==> config.mk <==
export PLATFORM = sky130hd
export DESIGN_NAME = icyc_seq
export DESIGN_NICKNAME = d
export VERILOG_FILES = /design/src/rtl/icyc_pkg.sv /design/src/rtl/icyc_ctl.sv /design/src/rtl/icyc_pcu.sv /design/src/rtl/icyc_stat.sv /design/src/rtl/icyc_seq.sv
export SDC_FILE = /design/constraint.sdc
export NUM_CORES = 1
export LEC_CHECK = 0
export BUFFER_PORTS_ARGS = -buffer_cell sky130_fd_sc_hd__buf_4
export CORE_MARGIN = 10
export CORE_UTILIZATION = 53
export CTS_CLUSTER_DIAMETER = 150
export CTS_CLUSTER_SIZE = 40
export DETAILED_ROUTE_END_ITERATION = 10
export GPL_ROUTABILITY_DRIVEN = 0
export GPL_TIMING_DRIVEN = 0
export HOLD_SLACK_MARGIN = 0.06
export PLACE_DENSITY = 0.79
export REMOVE_ABC_BUFFERS = 1
export SLEW_MARGIN = 0
export SYNTH_ARGS = -nofsm -noshare
export SYNTH_HDL_FRONTEND = slang
export SYNTH_SLANG_ARGS = --single-unit
==> constraint.sdc <==
create_clock -name clk -period 2.14 [get_ports clk]
set_input_delay 0.428 -clock clk [delete_from_list [all_inputs] [get_ports clk]]
set_output_delay 0.428 -clock clk [all_outputs]
set_load 0.005 [all_outputs]
==> src/rtl/icyc_pkg.sv <==
package icyc_pkg;
   localparam int NPHASE = 12;

   typedef enum logic [3:0] {
      S_ADDR  = 4'd0,
      S_FETCH = 4'd1,
      S_DEC   = 4'd2,
      S_OPADR = 4'd3,
      S_OPRD  = 4'd4,
      S_EXEC  = 4'd5,
      S_STORE = 4'd6,
      S_CHECK = 4'd7,
      S_SVPC  = 4'd8,
      S_SVST  = 4'd9,
      S_RSPC  = 4'd10,
      S_RSST  = 4'd11
   } phase_e;
endpackage

==> src/rtl/icyc_ctl.sv <==
module icyc_ctl
   import icyc_pkg::*;
(
   input  logic   clk,
   input  logic   rst,
   input  logic   mem_ready,
   input  logic   need_opnd,
   input  logic   need_store,
   input  logic   rti_dec,
   input  logic   irq_pending,
   input  logic   ie,
   output phase_e state_o
);
   phase_e state, nxt;
   logic   st_l, rti_l;

   always_comb begin
      nxt = state;
      unique case (state)
         S_ADDR:  nxt = S_FETCH;
         S_FETCH: if (mem_ready) nxt = S_DEC;
         S_DEC:   nxt = need_opnd ? S_OPADR : S_EXEC;
         S_OPADR: nxt = S_OPRD;
         S_OPRD:  if (mem_ready) nxt = S_EXEC;
         S_EXEC:  nxt = st_l ? S_STORE : S_CHECK;
         S_STORE: if (mem_ready) nxt = S_CHECK;
         S_CHECK: begin
            if (rti_l)                  nxt = S_RSPC;
            else if (irq_pending && ie) nxt = S_SVPC;
            else                        nxt = S_ADDR;
         end
         S_SVPC:  nxt = S_SVST;
         S_SVST:  nxt = S_ADDR;
         S_RSPC:  nxt = S_RSST;
         S_RSST:  nxt = S_ADDR;
         default: nxt = S_ADDR;
      endcase
   end

   always_ff @(posedge clk) begin
      if (rst) begin
         state <= S_ADDR;
         st_l  <= 1'b0;
         rti_l <= 1'b0;
      end else begin
         state <= nxt;
         if (state == S_DEC) begin
            st_l  <= need_store;
            rti_l <= rti_dec;
         end
      end
   end

   assign state_o = state;

   AST_FETCH_HOLD: assert property (@(posedge clk) disable iff (rst)
      (state == S_FETCH && !mem_ready) |=> state == S_FETCH);
   AST_DEC_AFTER_FETCH: assert property (@(posedge clk) disable iff (rst)
      (state == S_DEC) |-> $past(state) == S_FETCH);
   AST_SKIP_OPND: assert property (@(posedge clk) disable iff (rst)
      (state == S_DEC && !need_opnd) |=> state == S_EXEC);
   AST_SAVE_ONLY_AT_CHECK: assert property (@(posedge clk) disable iff (rst)
      (state == S_SVPC) |-> ($past(state) == S_CHECK && $past(irq_pending) && $past(ie)));
   AST_DISABLED_NO_SAVE: assert property (@(posedge clk) disable iff (rst)
      (state == S_CHECK && !ie && !rti_l) |=> state == S_ADDR);
endmodule

==> src/rtl/icyc_pcu.sv <==
module icyc_pcu
   import icyc_pkg::*;
#(
   parameter int AW = 8,
   parameter logic [AW-1:0] VEC = '0
) (
   input  logic          clk,
   input  logic          rst,
   input  phase_e        state,
   input  logic          jump_taken,
   input  logic [AW-1:0] jump_target,
   output logic [AW-1:0] pc_o
);
   logic [AW-1:0] pc, jmp_tgt, sh_pc, nxt_addr;
   logic          hold, jmp_pend;

   assign nxt_addr = jmp_pend ? jmp_tgt : pc + AW'(1);

   always_ff @(posedge clk) begin
      if (rst) begin
         pc       <= '0;
         hold     <= 1'b1;
         jmp_pend <= 1'b0;
         jmp_tgt  <= '0;
         sh_pc    <= '0;
      end else begin
         unique case (state)
            S_ADDR: begin
               if (!hold) pc <= nxt_addr;
               hold <= 1'b0;
            end
            S_EXEC: begin
               jmp_pend <= jump_taken;
               jmp_tgt  <= jump_target;
            end
            S_SVPC: sh_pc <= nxt_addr;
            S_SVST: begin
               pc   <= VEC;
               hold <= 1'b1;
            end
            S_RSPC: begin
               pc   <= sh_pc;
               hold <= 1'b1;
            end
            default: ;
         endcase
      end
   end

   assign pc_o = pc;

   AST_PC_ONLY_IN_LOAD_PHASES: assert property (@(posedge clk) disable iff (rst)
      !(state inside {S_ADDR, S_SVST, S_RSPC}) |=> pc == $past(pc));
   AST_VEC_LOAD: assert property (@(posedge clk) disable iff (rst)
      (state == S_SVST) |=> pc == VEC);
   AST_RESTORE_PC: assert property (@(posedge clk) disable iff (rst)
      (state == S_RSPC) |=> pc == $past(sh_pc));
endmodule

==> src/rtl/icyc_stat.sv <==
module icyc_stat
   import icyc_pkg::*;
#(
   parameter  int SW = 4,
   localparam int FW = (SW > 1) ? SW - 1 : 1
) (
   input  logic          clk,
   input  logic          rst,
   input  phase_e        state,
   input  logic          ei_dec,
   input  logic          di_dec,
   input  logic [FW-1:0] flags_in,
   output logic [SW-1:0] stat_o
);
   logic [SW-1:0] stat_q, sh_st, exec_val;

   generate
      if (SW > 1) begin : g_flags
         assign exec_val = {flags_in[SW-2:0], stat_q[0]};
      end else begin : g_ie_only
         assign exec_val = stat_q;
      end
   endgenerate

   always_ff @(posedge clk) begin
      if (rst) begin
         stat_q <= '0;
         sh_st  <= '0;
      end else begin
         unique case (state)
            S_DEC: begin
               if (di_dec)      stat_q[0] <= 1'b0;
               else if (ei_dec) stat_q[0] <= 1'b1;
            end
            S_EXEC: stat_q <= exec_val;
            S_SVST: begin
               sh_st     <= stat_q;
               stat_q[0] <= 1'b0;
            end
            S_RSST: stat_q <= sh_st;
            default: ;
         endcase
      end
   end

   assign stat_o = stat_q;

   AST_IE_CLR_ON_VEC: assert property (@(posedge clk) disable iff (rst)
      (state == S_SVST) |=> !stat_q[0]);
   AST_DI_WINS: assert property (@(posedge clk) disable iff (rst)
      (state == S_DEC && di_dec) |=> !stat_q[0]);
   AST_RESTORE_ST: assert property (@(posedge clk) disable iff (rst)
      (state == S_RSST) |=> stat_q == $past(sh_st));
endmodule

==> src/rtl/icyc_seq.sv <==
module icyc_seq
   import icyc_pkg::*;
#(
   parameter  int AW      = 8,
   parameter  int SW      = 4,
   parameter  int IRQ_VEC = 192,
   localparam int FW      = (SW > 1) ? SW - 1 : 1
) (
   input  logic              clk,
   input  logic              rst,
   input  logic              mem_ready,
   input  logic              need_opnd,
   input  logic              need_store,
   input  logic              rti_dec,
   input  logic              ei_dec,
   input  logic              di_dec,
   input  logic              jump_taken,
   input  logic [AW-1:0]     jump_target,
   input  logic [FW-1:0]     flags_in,
   input  logic              irq_pending,
   output logic [NPHASE-1:0] phase_o,
   output logic              mem_req,
   output logic              mem_we,
   output logic              irq_ack,
   output logic [AW-1:0]     pc_o,
   output logic [SW-1:0]     status_o
);
   if (AW < 2 || AW > 30) begin : g_bad_aw
      $error("icyc_seq: AW must lie in 2..30");
   end
   if (SW < 1) begin : g_bad_sw
      $error("icyc_seq: SW must be at least 1");
   end
   if (IRQ_VEC < 0 || IRQ_VEC >= (1 << AW)) begin : g_bad_vec
      $error("icyc_seq: IRQ_VEC does not fit in AW bits");
   end

   localparam logic [AW-1:0] VEC = AW'(IRQ_VEC);

   phase_e        state;
   logic [SW-1:0] stat;

   icyc_ctl u_ctl (
      .clk         (clk),
      .rst         (rst),
      .mem_ready   (mem_ready),
      .need_opnd   (need_opnd),
      .need_store  (need_store),
      .rti_dec     (rti_dec),
      .irq_pending (irq_pending),
      .ie          (stat[0]),
      .state_o     (state)
   );

   icyc_pcu #(.AW(AW), .VEC(VEC)) u_pcu (
      .clk         (clk),
      .rst         (rst),
      .state       (state),
      .jump_taken  (jump_taken),
      .jump_target (jump_target),
      .pc_o        (pc_o)
   );

   icyc_stat #(.SW(SW)) u_stat (
      .clk      (clk),
      .rst      (rst),
      .state    (state),
      .ei_dec   (ei_dec),
      .di_dec   (di_dec),
      .flags_in (flags_in),
      .stat_o   (stat)
   );

   assign status_o = stat;
   assign phase_o  = NPHASE'(1) << state;
   assign mem_req  = (state == S_FETCH) || (state == S_OPRD) || (state == S_STORE);
   assign mem_we   = (state == S_STORE);
   assign irq_ack  = (state == S_SVST);

   AST_ACK_THEN_VEC: assert property (@(posedge clk) disable iff (rst)
      irq_ack |=> (pc_o == VEC && phase_o[0] && !status_o[0]));
   AST_CHECK_ENDS_INSTR: assert property (@(posedge clk) disable iff (rst)
      phase_o[7] |-> ($past(phase_o[6]) || $past(phase_o[5])));
   AST_STORE_HOLD: assert property (@(posedge clk) disable iff (rst)
      (mem_we && !mem_ready) |=> mem_we);
endmodule

==> qor.csv, run 1 <==
metric;value;unit
status;finished clean;
grt_pass1_vias;1735;
clk_latency;0.29;ns
ir_drop;0.4077;mV
syn_area_per_cell;7.914;sq um
cp_max_fo;20;
cp-startpoint;u_ctl.state_o[2];
final_core_util;66.51;%
grt_max_degree;41;
antenna_left;0;
hpwlAfterDp;3356;microns
cts_sinks;40;
synthesis.area;2018;sq um
worstPathArrival;1.60;ns
first_pass_iters;4;
dieArea;6677;sq um
cp.required;1.71;ns
period_share;94.89;%
p_leak;0.9892;nW
synth-seq-cells;40;
via_per_inst;5.440;
hold_viol_final;0;
postCtsHoldBufs;0;
crit_path_end_kind;output pin;
yosysSeqAreaShare;39.68;%
yosys.area.top_type_share;39.68;%
slew_headroom;64.46;%
clk_pin_slew;0.07;ns
drc;0;
dpl_cell_area;2333;sq um
cts_buffers;5;
power.density;652.0;nW/um^2
synth_area_leaders;dfxtp_1, nand2_1, a21oi_1;
hp-class;input pin to register;
finalMaxSlewViolations;0;
worstMarginPinSlew;0.5324;ns
first_iter_violations;114;
cts_max_level;2;
period_needed;2.031;ns
worst_r2r_path_depth;5;
synth.distinct_cells;43;
via_count;1844;
num_antenna_cells;0;
cts-root-buf;clkbuf_8;
setup_viol;0;
ys_warn_count;0;
worstHoldPathCells;3;
die_w;81.71;microns
ff2ff_setup_slack;0.28;ns
start_kind;register;
core_area;3661;sq um
max-cap-violations;0;
post_drt_wl_per_cell;13.89;microns
rsz0062_at_grt;false;
grt-ovfl-total;0;
clockBufferDepth;2;
synth_cells;255;
synth_edf_count;0;
yosysTopAreaCell;dfxtp_1;
synthFlopType;dfxtp_1;
crit_type;register to output pin;
fp.dieH;81.71;microns
port_buffers;47;
ioPinCount;48;
area_delta_synth_final;20.64;%
stdcell_area;2435;sq um
wl;4709;microns
grt_pass1_wl;7921;microns
layout.nets;313;
grt_usage;14.59;%
post_cts_buffers;0;
min_from;need_store;
drive_gt1_share;25.09;%
synth-async-reset-ratio;0;%
num_rows;22;
cts_tree;yes;
fmax;492.5;MHz
r2r-start;u_ctl.state_o[2];
skew;0.008203;ns
antenna_found_initial;0;
start_util;55.13;%
sequential cells by signal (all words and copies together) (netlist names):
name	count
u_pcu.jmp_tgt	8
u_pcu.pc_o	8
u_pcu.sh_pc	8
u_ctl.state_o	4
u_stat.sh_st	4
u_stat.stat_o	4
u_ctl.rti_l	1
u_ctl.st_l	1
u_pcu.hold	1
u_pcu.jmp_pend	1
worst max-delay path, stage by stage (launching register included):
cell and delay [ns]:
dfxtp_2 0.54, nand4bb_4 0.24, clkinv_1 0.28, buf_4 0.25
layout by cell type (no fill, tap or decap), types with 3 or more instances in the layout:
cell type and instances:
nand3_1 6, o211ai_1 3, clkinv_2 3, a311oi_1 3, buf_4 47, a211oi_2 3, nand2b_1 11, a211oi_1 5
mux2i_1 6, dfxtp_1 36, nor2_1 30, xnor2_1 3, nor3_1 8, clkbuf_8 5, a21oi_1 25, o21ai_0 6
a22oi_1 4, nand2_1 47, inv_1 6
kinds of logic after synthesis:
family,share of synthesized area [%]
adders and majority gates,0.6199
and+or+nand+nor,25.98
AOI/OAI and AO/OA,21.51
muxes,3.534
xor gates and xnor gates,2.170
DFF,39.68
buffers and inverters,6.509
final timing paths:
check	endpoint
worst max-delay path	phase_o[10]
worst min-delay path	u_ctl.st_l
worst max register to register	u_pcu.pc_o[6]
worst min register to register	u_pcu.jmp_tgt[7]
per-stage QoR:
stage	setup WS, ns	cells	hold WS [ns]	total power, mW	TNS, ns
6_report	0.1094	339	0.3783	1.587	0
5_1_grt	0.006778	339	0.3724	1.681	0
4_1_cts	0.06353	339	0.3745	1.605	0
3_5_place_dp	-0.4047	332	0.4412	1.139	-1.883
3_3_place_gp	-0.4075	332	0.4383	1.133	-1.683
2_1_floorplan	0.2829	237	0.4252	1.006	0
synth_stat cells (all sizes together) (6+ instances only):
master and n:
nand3 7, nand2 47, mux2i 6, a211oi 8, nand2b 11, dfxtp 40, clkbuf 9, nor3 9
nor2 30, inv 6, a21oi 25, o21ai 7, buf 9
power breakdown:
group          internal [mW]  leakage, nW  switching (mW)  total (mW)
clock                  0.220       0.0400           0.244       0.465
combinational          0.148        0.622           0.132       0.280
sequential             0.779        0.327          0.0635       0.843
total                   1.15        0.989           0.440        1.59
layer usage:
layer / vias up / wire (microns) / global-route usage, %
met3: 4 / 236 / 3.712
met4: 0 / 48 / 5.102
met5: - / 0 / 0
met2: 44 / 2395 / 24.41
li1: 948 / - / -
met1: 848 / 2028 / 17.79
repair_timing:
| item | CTS | global route |
|---|---|---|
| hold endpoints to repair | 0 | 0 |
| gates resized for setup | 9 | 1 |
| setup endpoints to repair | 22 | 2 |
final cells by class:
cell class | instances | area [sq um]
Fill cell | 332 | 1226
Multi-Input combinational cell | 188 | 1094
Sequential cell | 40 | 810.8
Timing Repair Buffer | 47 | 352.8
Clock buffer | 5 | 68.82
Tap cell | 48 | 60.06
Inverter | 9 | 36.28
Clock inverter | 2 | 12.51
Power figures use the tool's default switching activity.
==> inputs of run 2 (changes only) <==
Settings changed: CORE_UTILIZATION 53 to 48, PLACE_DENSITY 0.79 to 0.72.
Clock period 2.14 ns to 1.73 ns, I/O delays scaled along.
==> run 2 against run 1 <==
  * Register-to-register slack lost 0.21 ns
  * Combinational power grew 45%
  * Worst setup slack lost 0.099 ns
  * Largest cell class unchanged
  * Die area grew 7.8%
  * Non-clock buffer count grew 13
  * Final cell count grew 4.7%
  * Via count grew 2.6%
  * Utilization shrank 1.5 points
==> qor.csv, run 2 (synthesis gave the netlist of run 1 again) <==
metric;value;unit
status;finished clean;
cp_max_fo;7;
start_kind;register;
skew;0.009648;ns
fp.dieH;84.84;microns
period_share;99.41;%
grt_pass1_vias;1712;
seqPwrFrac;45.9;%
first_pass_iters;4;
ir_drop;0.4794;mV
worstPathArrival;1.37;ns
clk_pin_slew;0.08;ns
grt_usage;13.42;%
grt_pass1_wl;8197;microns
p_leak;1.080;nW
crit_path_end_kind;output pin;
fin_tns_setup;0;ns
r2r-start;u_ctl.state_o[0];
dieArea;7198;sq um
antenna_left;0;
area_delta_synth_final;29.70;%
hp-class;input pin to register;
swShare;26.66;%
final_common_cell;buf_4;
crit_type;register to output pin;
setup_slack;0.01027;ns
fmax;581.5;MHz
hpwlAfterDp;3327;microns
drc;0;
intPower;1.646;mW
start_util;50.09;%
max-cap-violations;0;
cts_sinks;40;
slew_headroom;63.48;%
via_per_inst;5.330;
grt-ovfl-total;0;
num_antenna_cells;0;
wl;5113;microns
drive_gt1_share;29.84;%
place_ws;-0.7106;ns
grt_max_degree;41;
layout.nets;326;
worstMarginPinSlew;0.5470;ns
post_drt_wl_per_cell;14.40;microns
antenna_found_initial;0;
final_cell_mix;buf_4, nand2_1, dfxtp_1;
clk_latency;0.29;ns
cts_tree;yes;
power_frac_clock;36.1;%
cts_max_level;2;
first_iter_violations;106;
min_from;jump_target[2];
via_count;1892;
core_area;4029;sq um
setup_viol;0;
rsz0062_at_grt;true;
cp-startpoint;u_ctl.state_o[0];
finalMaxSlewViolations;0;
combinationalPowerShare;18.0;%
clockBufferDepth;2;
postCtsHoldBufs;0;
num_rows;23;
cp.required;1.38;ns
period_needed;1.720;ns
hold_viol_final;0;
die_w;84.84;microns
cts_buffers;5;
ioPinCount;48;
power.density;857.6;nW/um^2
power.switching;0.5985;mW
cts-root-buf;clkbuf_8;
port_buffers;47;
run 2: what timing repair did:
| action | 4_1_cts | 5_1_grt |
|---|---|---|
| gates resized for setup | 18 | 6 |
| pin swaps | 1 | 0 |
| buffers inserted | 8 | 5 |
| endpoints found under the setup margin | 43 | 10 |
| gates cloned | 0 | 0 |
| endpoints found under the hold margin | 0 | 0 |
run 2: stage by stage:
step / cell area (sq um) / instances / hold WS, ns / util [%] / power, mW
after floorplan: 1921 / 237 / 0.4106 / - / 1.244
after global placement: 2336 / 334 / 0.4389 / 57.98 / 1.402
after detailed placement: 2336 / 334 / 0.4440 / 57.98 / 1.407
after CTS: 2562 / 350 / 0.2838 / 63.60 / 2.234
after global routing: 2618 / 355 / 0.2835 / 64.97 / 2.359
final: 2618 / 355 / 0.2959 / 64.97 / 2.245
run 2: path summary, 6_finish.rpt:
check                          end  slack, ns  depth (start not counted)
setup / recovery           mem_req       0.01                          5
hold / removal    u_pcu.jmp_tgt[2]       0.30                          3
setup reg to reg     u_pcu.pc_o[6]       0.07                          6
hold reg to reg   u_pcu.jmp_tgt[7]       0.45                          2
run 2: worst max-delay path: stages (launching register included):
cell and delay [ns]:
dfxtp_4 0.42, clkinvlp_4 0.17, nor3_1 0.24, a21oi_1 0.06, nor2_1 0.08, buf_4 0.11
run 2: final cells by class:
cell class,instances,area (sq um)
Fill cell,367,1411
Tap cell,50,62.56
Sequential cell,40,815.8
Timing Repair Buffer,60,442.9
Inverter,9,52.55
Multi-Input combinational cell,188,1122
Clock inverter,2,38.79
Clock buffer,6,82.58
run 2: per-layer routing:
| layer | share of wire (%) | track usage (%) |
|---|---|---|
| met1 | 47 | 16.91 |
| met2 | 47 | 21.41 |
| met3 | 5.6 | 4.111 |
| met4 | 0.82 | 4.042 |
| met5 | 0 | 0 |
run 2: power by group through the flow:
stage / logic [mW] / clock network, mW / registers (mW)
5_1_grt: 0.449 / 0.871 / 1.04
6_report: 0.405 / 0.809 / 1.03
4_1_cts: 0.376 / 0.823 / 1.03
2_1_floorplan: 0.198 / 0 / 1.05
3_5_place_dp: 0.345 / 0 / 1.06
3_3_place_gp: 0.341 / 0 / 1.06
